<file path="config.mk">
export PLATFORM = sky130hd
export DESIGN_NAME = clkreq_gate
export DESIGN_NICKNAME = d
export VERILOG_FILES = /design/src/rtl/clkreq_pkg.sv /design/src/rtl/clkreq_filter.sv /design/src/rtl/clkreq_restart_tmr.sv /design/src/rtl/clkreq_lane.sv /design/src/rtl/clkreq_gate.sv
export SDC_FILE = /design/constraint.sdc
export NUM_CORES = 1
export LEC_CHECK = 0
export ABC_AREA = 0
export BUFFER_PORTS_ARGS = -buffer_cell sky130_fd_sc_hd__buf_2
export CORE_ASPECT_RATIO = 1.1
export CORE_MARGIN = 2
export CORE_UTILIZATION = 40
export CTS_CLUSTER_SIZE = 30
export DETAILED_ROUTE_END_ITERATION = 16
export GPL_ROUTABILITY_DRIVEN = 0
export SLEW_MARGIN = 20
export SYNTH_ARGS = -nofsm -noshare
export SYNTH_HDL_FRONTEND = slang
export SYNTH_SLANG_ARGS = --single-unit
</file>
<file path="constraint.sdc">
create_clock -name clk_ref -period 1.9 [get_ports clk_ref]
set_input_delay 0.19 -clock clk_ref [delete_from_list [all_inputs] [get_ports clk_ref]]
set_output_delay 0.19 -clock clk_ref [all_outputs]
set_load 0.02 [all_outputs]
</file>
<file path="src/rtl/clkreq_pkg.sv">
package clkreq_pkg;
    typedef struct packed {
        logic en;
        logic lvl;
    } lane_st_t;
endpackage

</file>
<file path="src/rtl/clkreq_filter.sv">
module clkreq_filter #(
    parameter int N_REQ = 3
) (
    input  logic             clk_ref,
    input  logic             rst_n,
    input  logic [N_REQ-1:0] req_n,
    output logic [N_REQ-1:0] acc_q,
    output logic             rel_ev
);
    typedef struct packed {
        logic [N_REQ-1:0] s1;
        logic [N_REQ-1:0] s2;
        logic [N_REQ-1:0] prv;
        logic [N_REQ-1:0] acc;
    } flt_st_t;

    flt_st_t st_d, st_q;

    always_comb begin
        st_d     = st_q;
        st_d.s1  = req_n;
        st_d.s2  = st_q.s1;
        st_d.prv = st_q.s2;
        for (int j = 0; j < N_REQ; j++) begin
            if (st_q.s2[j] == st_q.prv[j]) begin
                st_d.acc[j] = st_q.s2[j];
            end
        end
    end

    always_ff @(posedge clk_ref or negedge rst_n) begin
        if (!rst_n) begin
            st_q <= '{s1: '1, s2: '1, prv: '1, acc: '1};
        end else begin
            st_q <= st_d;
        end
    end

    assign acc_q  = st_q.acc;
    assign rel_ev = |(st_d.acc & ~st_q.acc);
endmodule

</file>
<file path="src/rtl/clkreq_restart_tmr.sv">
module clkreq_restart_tmr #(
    parameter int RESTART_CYC = 8
) (
    input  logic clk_ref,
    input  logic rst_n,
    input  logic load,
    output logic wake
);
    localparam int CW = $clog2(RESTART_CYC + 1);

    typedef struct packed {
        logic [CW-1:0] cnt;
    } tmr_st_t;

    tmr_st_t st_d, st_q;

    always_comb begin
        st_d = st_q;
        if (load) begin
            st_d.cnt = CW'(RESTART_CYC);
        end else if (st_q.cnt != '0) begin
            st_d.cnt = st_q.cnt - 1'b1;
        end
    end

    always_ff @(posedge clk_ref or negedge rst_n) begin
        if (!rst_n) begin
            st_q <= '{cnt: '0};
        end else begin
            st_q <= st_d;
        end
    end

    assign wake = (st_q.cnt == CW'(1));
endmodule

</file>
<file path="src/rtl/clkreq_lane.sv">
module clkreq_lane
    import clkreq_pkg::*;
(
    input  logic clk_ref,
    input  logic rst_n,
    input  logic src_clk,
    input  logic stop,
    input  logic wake,
    output logic leg_t,
    output logic leg_c,
    output logic leg_en
);
    lane_st_t st_d, st_q;

    always_comb begin
        st_d = st_q;
        if (st_q.en) begin
            if (stop && !st_q.lvl) begin
                st_d.en  = 1'b0;
                st_d.lvl = 1'b0;
            end else begin
                st_d.lvl = src_clk;
            end
        end else begin
            st_d.lvl = 1'b0;
            if (wake && !stop) begin
                st_d.en = 1'b1;
            end
        end
    end

    always_ff @(posedge clk_ref or negedge rst_n) begin
        if (!rst_n) begin
            st_q <= '{en: 1'b1, lvl: 1'b0};
        end else begin
            st_q <= st_d;
        end
    end

    assign leg_t  = st_q.lvl;
    assign leg_c  = st_q.en & ~st_q.lvl;
    assign leg_en = st_q.en;
endmodule

</file>
<file path="src/rtl/clkreq_gate.sv">
module clkreq_gate #(
    parameter int N_OUT           = 4,
    parameter int N_REQ           = 3,
    parameter int PERIOD_REF      = 4,
    parameter int RESTART_PERIODS = 2
) (
    input  logic                   clk_ref,
    input  logic                   rst_n,
    input  logic [N_REQ-1:0]       req_n,
    input  logic [N_OUT*N_REQ-1:0] stop_mask,
    input  logic [N_OUT-1:0]       out_clk,
    output logic [N_OUT-1:0]       drv_t,
    output logic [N_OUT-1:0]       drv_c,
    output logic [N_OUT-1:0]       drv_en
);
    localparam int RESTART_CYC = RESTART_PERIODS * PERIOD_REF;

    logic [N_REQ-1:0] acc_n;
    logic             rel_ev;
    logic             wake;

    clkreq_filter #(.N_REQ(N_REQ)) u_flt (
        .clk_ref (clk_ref),
        .rst_n   (rst_n),
        .req_n   (req_n),
        .acc_q   (acc_n),
        .rel_ev  (rel_ev)
    );

    clkreq_restart_tmr #(.RESTART_CYC(RESTART_CYC)) u_tmr (
        .clk_ref (clk_ref),
        .rst_n   (rst_n),
        .load    (rel_ev),
        .wake    (wake)
    );

    for (genvar i = 0; i < N_OUT; i++) begin : g_lane
        logic hold;
        assign hold = |(stop_mask[i*N_REQ +: N_REQ] & ~acc_n);

        clkreq_lane u_lane (
            .clk_ref (clk_ref),
            .rst_n   (rst_n),
            .src_clk (out_clk[i]),
            .stop    (hold),
            .wake    (wake),
            .leg_t   (drv_t[i]),
            .leg_c   (drv_c[i]),
            .leg_en  (drv_en[i])
        );
    end
endmodule

</file>
**Word-level counts from Yosys, hierarchy flattened**

Index checks and enable logic that the tools add are counted.

- $add $sub $neg: 1
- Eq/ne operators: 4
- Multiplexer cells: 21
- Bitwise logic cells: 14
- Reduce and logical (&&, ||, !) cells: 23

Operator list:

| operator | count |
|---|---|
| AND 3 bit | 5 |
| 2-to-1 mux 1 bit | 15 |
| OR reduction 3 bit | 5 |
| logical AND 1 bit | 8 |
| logical NOT 1 bit | 8 |
| 2-to-1 mux 2 bit | 4 |
| 2-to-1 mux 4 bit | 2 |
| AND 1 bit | 4 |
| equality test 4 x 1 -> 1 bit, second input constant | 1 |
| inverter 1 bit | 4 |
| nonzero test 4 bit | 1 |
| subtractor 4 x 1 -> 4 bit, second input constant | 1 |
| equality test 1 bit | 3 |
| inverter 3 bit | 1 |
| nonzero test 2 bit | 1 |

- Flip-flop bits (word level): 24
- Word-level logic and storage cells: 76

**Depth between registers and ports, before layout**

Gate-level depths: netlist (run 1).

- Depth after elaboration: 7
- Depth in mapped cells: 5
- Gate-level depth less buffers: 5

**Modules after synthesis**

From an unflattened synthesis (run 1), not the netlist that was laid out.

- Cell total of the unflattened synthesis: 90
- Area total of the unflattened synthesis: 1063.5 µm²

By module, submodules not included:

| module | instances | cells each | area each (µm²) | seq. area each (µm²) |
|---|---|---|---|---|
| clkreq_filter | 1 | 23 | 392.9 | 315.3 |
| clkreq_lane | 4 | 7 | 85.1 | 51.3 |
| clkreq_restart_tmr | 1 | 23 | 240.2 | 100.1 |
| clkreq_gate | 1 | 16 | 90.1 | 0.0 |

**Worst setup path before layout (run 1)**

OpenSTA, ideal clock, no wires.

- Path type: flip-flop to flip-flop
- Start: reg u_tmr.st_q[1] (netlist bit)
- End: reg g_lane[3].u_lane.st_q (netlist bit g_lane[3].u_lane.leg_en)
- Arrival time: 1.372 ns
- Required time: 1.840 ns
- Slack: 0.467 ns
- Cell stages (with the launch flop): 6
- Buffers on the path: 0
- Clock period less this slack: 1.433 ns
- Path through: dfrtp_1 -> inv_1 -> ha_1 -> or3b_4 -> nor4_2 -> o22a_1

RTL lines:

| what | line | text |
|---|---|---|
| start: declaration | clkreq_restart_tmr.sv:15 | `tmr_st_t st_d, st_q;` |
| start signal: assignment | clkreq_restart_tmr.sv:28 | `st_q <= '{cnt: '0};` |
| start signal: assignment | clkreq_restart_tmr.sv:30 | `st_q <= st_d;` |
| end signal: assignment | clkreq_lane.sv:34 | `st_q <= '{en: 1'b1, lvl: 1'b0};` |
| end signal: assignment | clkreq_lane.sv:36 | `st_q <= st_d;` |
| end: declaration | clkreq_lane.sv:13 | `lane_st_t st_d, st_q;` |

**Worst setup path in the final report (run 1)**

- Start: reg u_tmr.st_q[0] (netlist bit)
- End: reg u_tmr.st_q[1] (netlist bit)

- Longest elaborated chain between the ends: 3
- Elaborated cells between the ends (all ways): 5
- Those cells by class: add/sub (1); mux (2); reduce/logical (2)

RTL lines:

| what | line | text |
|---|---|---|
| subtractor 4 x 1 -> 4 bit | clkreq_restart_tmr.sv:22 | `st_d.cnt = st_q.cnt - 1'b1;` |
| 2-to-1 mux 4 bit | clkreq_restart_tmr.sv:21 | `end else if (st_q.cnt != '0) begin` |
| 2-to-1 mux 4 bit | clkreq_restart_tmr.sv:19 | `if (load) begin` |

Several ways; a longest one is shown, not always the timed one. The select of a mux whose other input is x is not followed.
A chain may end at the register's enable or synchronous reset.

==> results of run 1 <==
logic make-up after synthesis:
logic type / Yosys count / synth area share (%)
buffers and inverters: 14 / 8.64
xor gates and xnor gates: 1 / 0.775
AOI/OAI and AO/OA: 13 / 9.63
DFF: 24 / 54.9
adders and majority gates: 5 / 5.09
and+or+nand+nor: 38 / 20.9
cells in the final DEF, fill, tap and decap left out, types with 2 or more instances in the layout:
cell,Yosys,final
buf_2,0,32
clkbuf_4,0,3
dfrtp_1,8,8
dfstp_2,16,16
dlygate4sd3_1,0,4
ha_1,3,3
inv_1,2,2
maj3_1,2,2
nand2_1,2,2
nand3b_1,2,2
nor2_1,3,3
nor2b_1,17,17
nor3_1,5,5
nor4_1,3,3
o211a_1,4,4
o22a_1,4,4
routing by layer:
layer | wire (µm) | track usage (%) | part of all wire (%)
met5 | 0 | 0 | 0
met4 | 19 | 5.36 | 0.96
met3 | 94 | 3.00 | 4.8
met2 | 1090 | 27.2 | 55
met1 | 777 | 14.4 | 39
sequential cells by signal, indices dropped and copies added, names as in the netlist:
name and cells:
g_lane.u_lane.leg_en 4, u_tmr.st_q 4, u_flt.acc_q 3, g_lane.u_lane.leg_t 4, u_flt.st_q 3, u_flt.st_d 6
per-stage QoR:
step / worst slack (ns) / cell area, µm² / std cells
3_5_place_dp: 0.356 / 1240 / 148
5_1_grt: 0.226 / 1330 / 156
3_3_place_gp: 0.425 / 1240 / 148
4_1_cts: 0.313 / 1330 / 156
2_1_floorplan: 0.467 / 1130 / 95
6_report: 0.329 / 1330 / 156
worst max-delay path: cells and delay by family, from the launching register on:
kind	cells	cell delay, ns
adders and majority gates	1	0.20
DFF	1	0.44
buffers and inverters	1	0.09
and+or+nand+nor	1	0.50
AOI/OAI and AO/OA	1	0.26
power by group through the flow:
stage | Clock [mW] | Combinational, mW | Sequential, mW
after floorplan | 0 | 0.270 | 0.652
after global placement | 0 | 0.317 | 0.666
after detailed placement | 0 | 0.332 | 0.674
after CTS | 0.383 | 0.340 | 0.664
after global routing | 0.399 | 0.379 | 0.680
final | 0.369 | 0.332 | 0.664
worst min path at each step:
stage | start | endpoint | slack, ns | depth (start not counted)
after floorplan | rst_n | g_lane[0].u_lane.leg_t$_DFF_PN0_ | -0.11 | 0
after global placement | rst_n | u_tmr.st_q[3]$_DFFE_PN0P_ | 0.20 | 1
after detailed placement | rst_n | u_tmr.st_q[1]$_DFFE_PN0P_ | 0.20 | 1
after CTS | out_clk[0] | g_lane[0].u_lane.leg_t$_DFF_PN0_ | 0.09 | 2
after global routing | out_clk[3] | g_lane[3].u_lane.leg_t$_DFF_PN0_ | 0.08 | 2
final | out_clk[0] | g_lane[0].u_lane.leg_t$_DFF_PN0_ | 0.09 | 2
final cells by class:
type,instances,share of cell area (%)
clock inverters,1,2.25
well taps,33,3.10
repair buffers,36,15.0
multi-input cells,57,30.9
clock buffers,3,1.69
flip-flops and latches,24,46.5
inverters,2,0.563
==> impl_metrics.json, run 1 <==
{
  "utilization_pct": 48.9,
  "syn_area_um2": 1130,
  "maxCapViolCount": 0,
  "seqCellArea_um2": 621,
  "die_y_um": 59.7,
  "period_share_pct": 82.7,
  "ys_seq_area_share_pct": 54.9,
  "grt_start_max_net_pins": 25,
  "clock_latency_ns": 0.31,
  "synthCells": 95,
  "syn_nets": 119,
  "cts_hold_buf": 4,
  "comb_power_share_pct": 24.3,
  "regToRegSetupSlack_ns": 0.33,
  "cts_setup_buffers": 0,
  "critical_path.max_fanout": 4,
  "syn2layout_area_growth_pct": 18.1,
  "routedWlPerCell_um": 12.7,
  "first_iter_violations": 12,
  "post-route-min-period_ns": 1.57,
  "synth_top_area_share_pct": 37.2,
  "fmax_ghz": 0.636,
  "antenna_found_initial": 0,
  "grt_pass1_vias": 778,
  "drc": 0,
  "clock-sinks": 24,
  "dieArea_um2": 3270,
  "core_um2": 2730,
  "start_util_pct": 41.4,
  "route.antenna.remaining_nets": 0,
  "leakage_nw": 0.690,
  "p_switching_mw": 0.388,
  "synth_cell_types": 26,
  "crit_path_start": "u_tmr.st_q[0]$_DFFE_PN0P_",
  "outcome": "completed",
  "yosys-top-cells-area": "dfstp_2 37%, dfrtp_1 18%, nor2b_1 9.4%",
  "post_drt_via_cell_ratio": 4.98,
  "setup_viol": 0,
  "crit_end": "u_tmr.st_q[1]$_DFFE_PN0P_",
  "worst_pin_slew_ns": 0.525,
  "crit_type": "reg2reg",
  "p_int_mw": 0.978,
  "synth_most_common_cell": "nor2b_1",
  "rsz0062_at_grt": "no",
  "crit_chain": "inv_1 > ha_1 > or3b_2 > a211oi_1",
  "synthTopCellsByCount": "17 x nor2b_1, 16 x dfstp_2, 12 x buf_4, 8 x dfrtp_1, 5 x nor3_1",
  "dp_hpwl_um": 1500,
  "drtPass1Iterations": 2,
  "p_per_area_nw_per_um2": 1020,
  "cts_buffer_depth": 2,
  "grt_first_pass_wirelength_um": 3280,
  "h-tree-depth": 1,
  "wirelength_um": 1980,
  "reg2regPathDepth": 4,
  "vdd_drop_max_mv": 0.539,
  "final_nets": 148,
  "end_kind": "flop",
  "critPathSlowestCell": "or3b_2",
  "synth_edf_count": 0,
  "hp-class": "in2reg",
  "num_vias": 777,
  "yosys.area.top_type": "dfstp_2",
  "cts_tree": "yes",
  "reg2reg_to": "u_tmr.st_q[1]$_DFFE_PN0P_",
  "multi_input_area_um2": 412,
  "finClkSkew_ns": 0.00299,
  "cts_root_buf": "clkbuf_4",
  "io_pins": 33,
  "ys_ff_latch": 24,
  "fillers": 254,
  "setup-tns-final_ns": 0,
  "worst_setup_path_start_kind": "flop",
  "grt-ovfl-total": 0,
  "fp.dieW_um": 54.7,
  "cts.reportedPaths.clkPinSlew_ns": 0.13,
  "num_rows": 20,
  "power_frac_clock_pct": 27.0,
  "cp.arrival_ns": 1.80,
  "r2r_start": "u_tmr.st_q[0]$_DFFE_PN0P_",
  "track_usage_pct": 14.2,
  "cts_made_buffers": 3,
  "slew_viol_final": 0,
  "p_total_mw": 1.37,
  "yosysWarnings": 0,
  "async_reset_ff_share_pct": 100,
  "cp.required_ns": 2.13,
  "seqPwrFrac_pct": 48.6,
  "antenna-diode-count": 0,
  "ys.flop_type": "dfstp_2",
  "max_slew_margin_pct": 65.0,
  "hold_violations": 0,
  "syn_area_per_cell_um2": 11.9,
  "max_stage_delay_ns": 0.50,
  "whs_ns": 0.0910,
  "post_cts_resized": 0,
  "io_buffers": 32,
  "drive_gt1_share_pct": 44.7,
  "switching_share_pct": 28.4
}
(Power assumes the default switching activity.)
==> run 2: changes to the inputs <==
Settings changed: PLACE_DENSITY set to 0.67.
Clock period 1.9 ns to 1.3 ns, I/O delays scaled along.
==> impl_metrics.json, run 2 (same netlist as run 1, synthesis figures left out) <==
{
  "outcome": "complete, but fails checks",
  "violations": "negative setup slack",
  "io_buffers": 32,
  "crit_path_start": "u_tmr.st_q[1]$_DFFE_PN0P_",
  "worstHoldStart": "out_clk[0]",
  "cp.required_ns": 1.56,
  "cts_tree": "yes",
  "cts_made_buffers": 3,
  "cp.arrival_ns": 1.71,
  "max_slew_margin_pct": 65.7,
  "p_total_mw": 2.31,
  "setup_viol": 6,
  "dieArea_um2": 3270,
  "drc": 0,
  "crit_chain": "inv_2 > ha_1 > or3b_4 > nor4_4 > o22a_1",
  "leakage_nw": 0.753,
  "r2r_start": "u_tmr.st_q[1]$_DFFE_PN0P_",
  "end_kind": "flop",
  "post-route-min-period_ns": 1.45,
  "largest_reg_flops": 6,
  "grt-ovfl-total": 0,
  "wirelength_um": 2280,
  "grt_pass1_vias": 816,
  "fillers": 253,
  "num_rows": 20,
  "slew_viol_final": 0,
  "finClkSkew_ns": 0.00178,
  "critPathSlowestCell": "or3b_4",
  "layout_commonest_cell": "buf_2",
  "critical_path.max_fanout": 4,
  "max_stage_delay_ns": 0.44,
  "first_iter_violations": 3,
  "route.antenna.remaining_nets": 0,
  "rsz0062_at_grt": "yes",
  "grt_start_max_net_pins": 25,
  "syn2layout_area_growth_pct": 36.2,
  "layout_common_cells": "27 x buf_2, 16 x dfstp_2, 13 x nor2b_1, 10 x buf_4, 8 x dfrtp_1",
  "io_pins": 33,
  "antenna-diode-count": 0,
  "hp-class": "in2reg",
  "cts.reportedPaths.clkPinSlew_ns": 0.13,
  "hold_violations": 0,
  "drtPass1Iterations": 2,
  "crit_type": "reg2reg",
  "h-tree-depth": 1,
  "track_usage_pct": 14.2,
  "routedWlPerCell_um": 13.8,
  "cts_buffer_depth": 2,
  "clock_latency_ns": 0.31,
  "worst_setup_path_start_kind": "flop",
  "clock-sinks": 24,
  "drive_gt1_share_pct": 60.6,
  "final_nets": 157,
  "vdd_drop_max_mv": 1.07,
  "fin_ws_ns": -0.150,
  "worst_pin_slew_ns": 0.515,
  "utilization_pct": 56.4,
  "seqCellArea_um2": 621,
  "dp_hpwl_um": 1500,
  "final_area_um2": 1540,
  "post_drt_via_cell_ratio": 5.02,
  "antenna_found_initial": 0,
  "core_um2": 2730,
  "start_util_pct": 41.4,
  "multi_input_area_um2": 522,
  "maxCapViolCount": 0,
  "p_per_area_nw_per_um2": 1500,
  "die_y_um": 59.7,
  "grt_first_pass_wirelength_um": 3330,
  "cts_root_buf": "clkbuf_4",
  "period_share_pct": 112,
  "fmax_ghz": 0.689,
  "fp.dieW_um": 54.7,
  "placed_cell_area_um2": 1280,
  "regToRegSetupSlack_ns": -0.15,
  "num_vias": 828
}
==> run 2: cell count changes in the layout (fill, tap and decap cells not counted), sizes merged <==
cell  change
buf       +9
==> run 2: layout make-up <==
| type | count | share of cell area (%) |
|---|---|---|
| Inverter | 2 | 0.488 |
| Clock buffer | 3 | 1.46 |
| Clock inverter | 1 | 1.95 |
| Sequential cell | 24 | 40.3 |
| Multi-Input combinational cell | 57 | 33.9 |
| Tap cell | 33 | 2.68 |
| Timing Repair Buffer | 45 | 19.2 |
==> run 2: report_power, final <==
part / switching (mW) / internal [mW]
clock network: 0.214 / 0.312
registers: 0.0960 / 0.871
logic: 0.362 / 0.456
total: 0.672 / 1.64
==> run 2: what timing repair did <==
item,4_1_cts,5_1_grt
hold buffers,4,0
endpoints found under the hold margin,11,0
resized for setup,8,21
endpoints found under the setup margin,10,14
buffers inserted,2,3
pin swaps,5,2
==> run 2: path summary, 6_finish.rpt <==
| check | end | depth (start not counted) |
|---|---|---|
| setup / recovery | g_lane[1].u_lane.leg_en$_DFF_PN1_ | 5 |
| hold / removal | g_lane[0].u_lane.leg_t$_DFF_PN0_ | 2 |
| setup reg to reg | g_lane[1].u_lane.leg_en$_DFF_PN1_ | 5 |
| hold reg to reg | u_flt.st_d[5]$_DFF_PN1_ | 0 |
| max in group asynchronous | g_lane[1].u_lane.leg_en$_DFF_PN1_ | 2 |
| min in group asynchronous | u_tmr.st_q[0]$_DFFE_PN0P_ | 2 |
==> run 2: per-stage QoR <==
stage / hold WS [ns] / instances / TNS, ns / worst slack, ns
2_1_floorplan: -0.166 / 95 / -0.139 / -0.0307
3_3_place_gp: 0.130 / 153 / -0.285 / -0.0675
3_5_place_dp: 0.136 / 153 / -0.658 / -0.172
4_1_cts: 0.0323 / 163 / -0.674 / -0.124
5_1_grt: 0.0176 / 165 / -1.32 / -0.238
6_report: 0.0394 / 165 / -0.669 / -0.150
==> run 2: routing by layer <==
metal	vias to the layer above	track usage [%]	share of wire (%)	wire length, µm
li1	393	-	-	-
met1	412	14.4	38	868
met2	21	26.7	57	1290
met4	0	3.21	0.84	19
met3	2	5.25	4.4	101
met5	-	0	0	0
==> run 2: critical path, delay by kind of cell (launching register included) <==
family | cells | cell delay, ns
flops | 1 | 0.41
fa+ha+maj | 1 | 0.13
compound gates | 1 | 0.17
buf+inv | 1 | 0.07
simple gates | 2 | 0.62
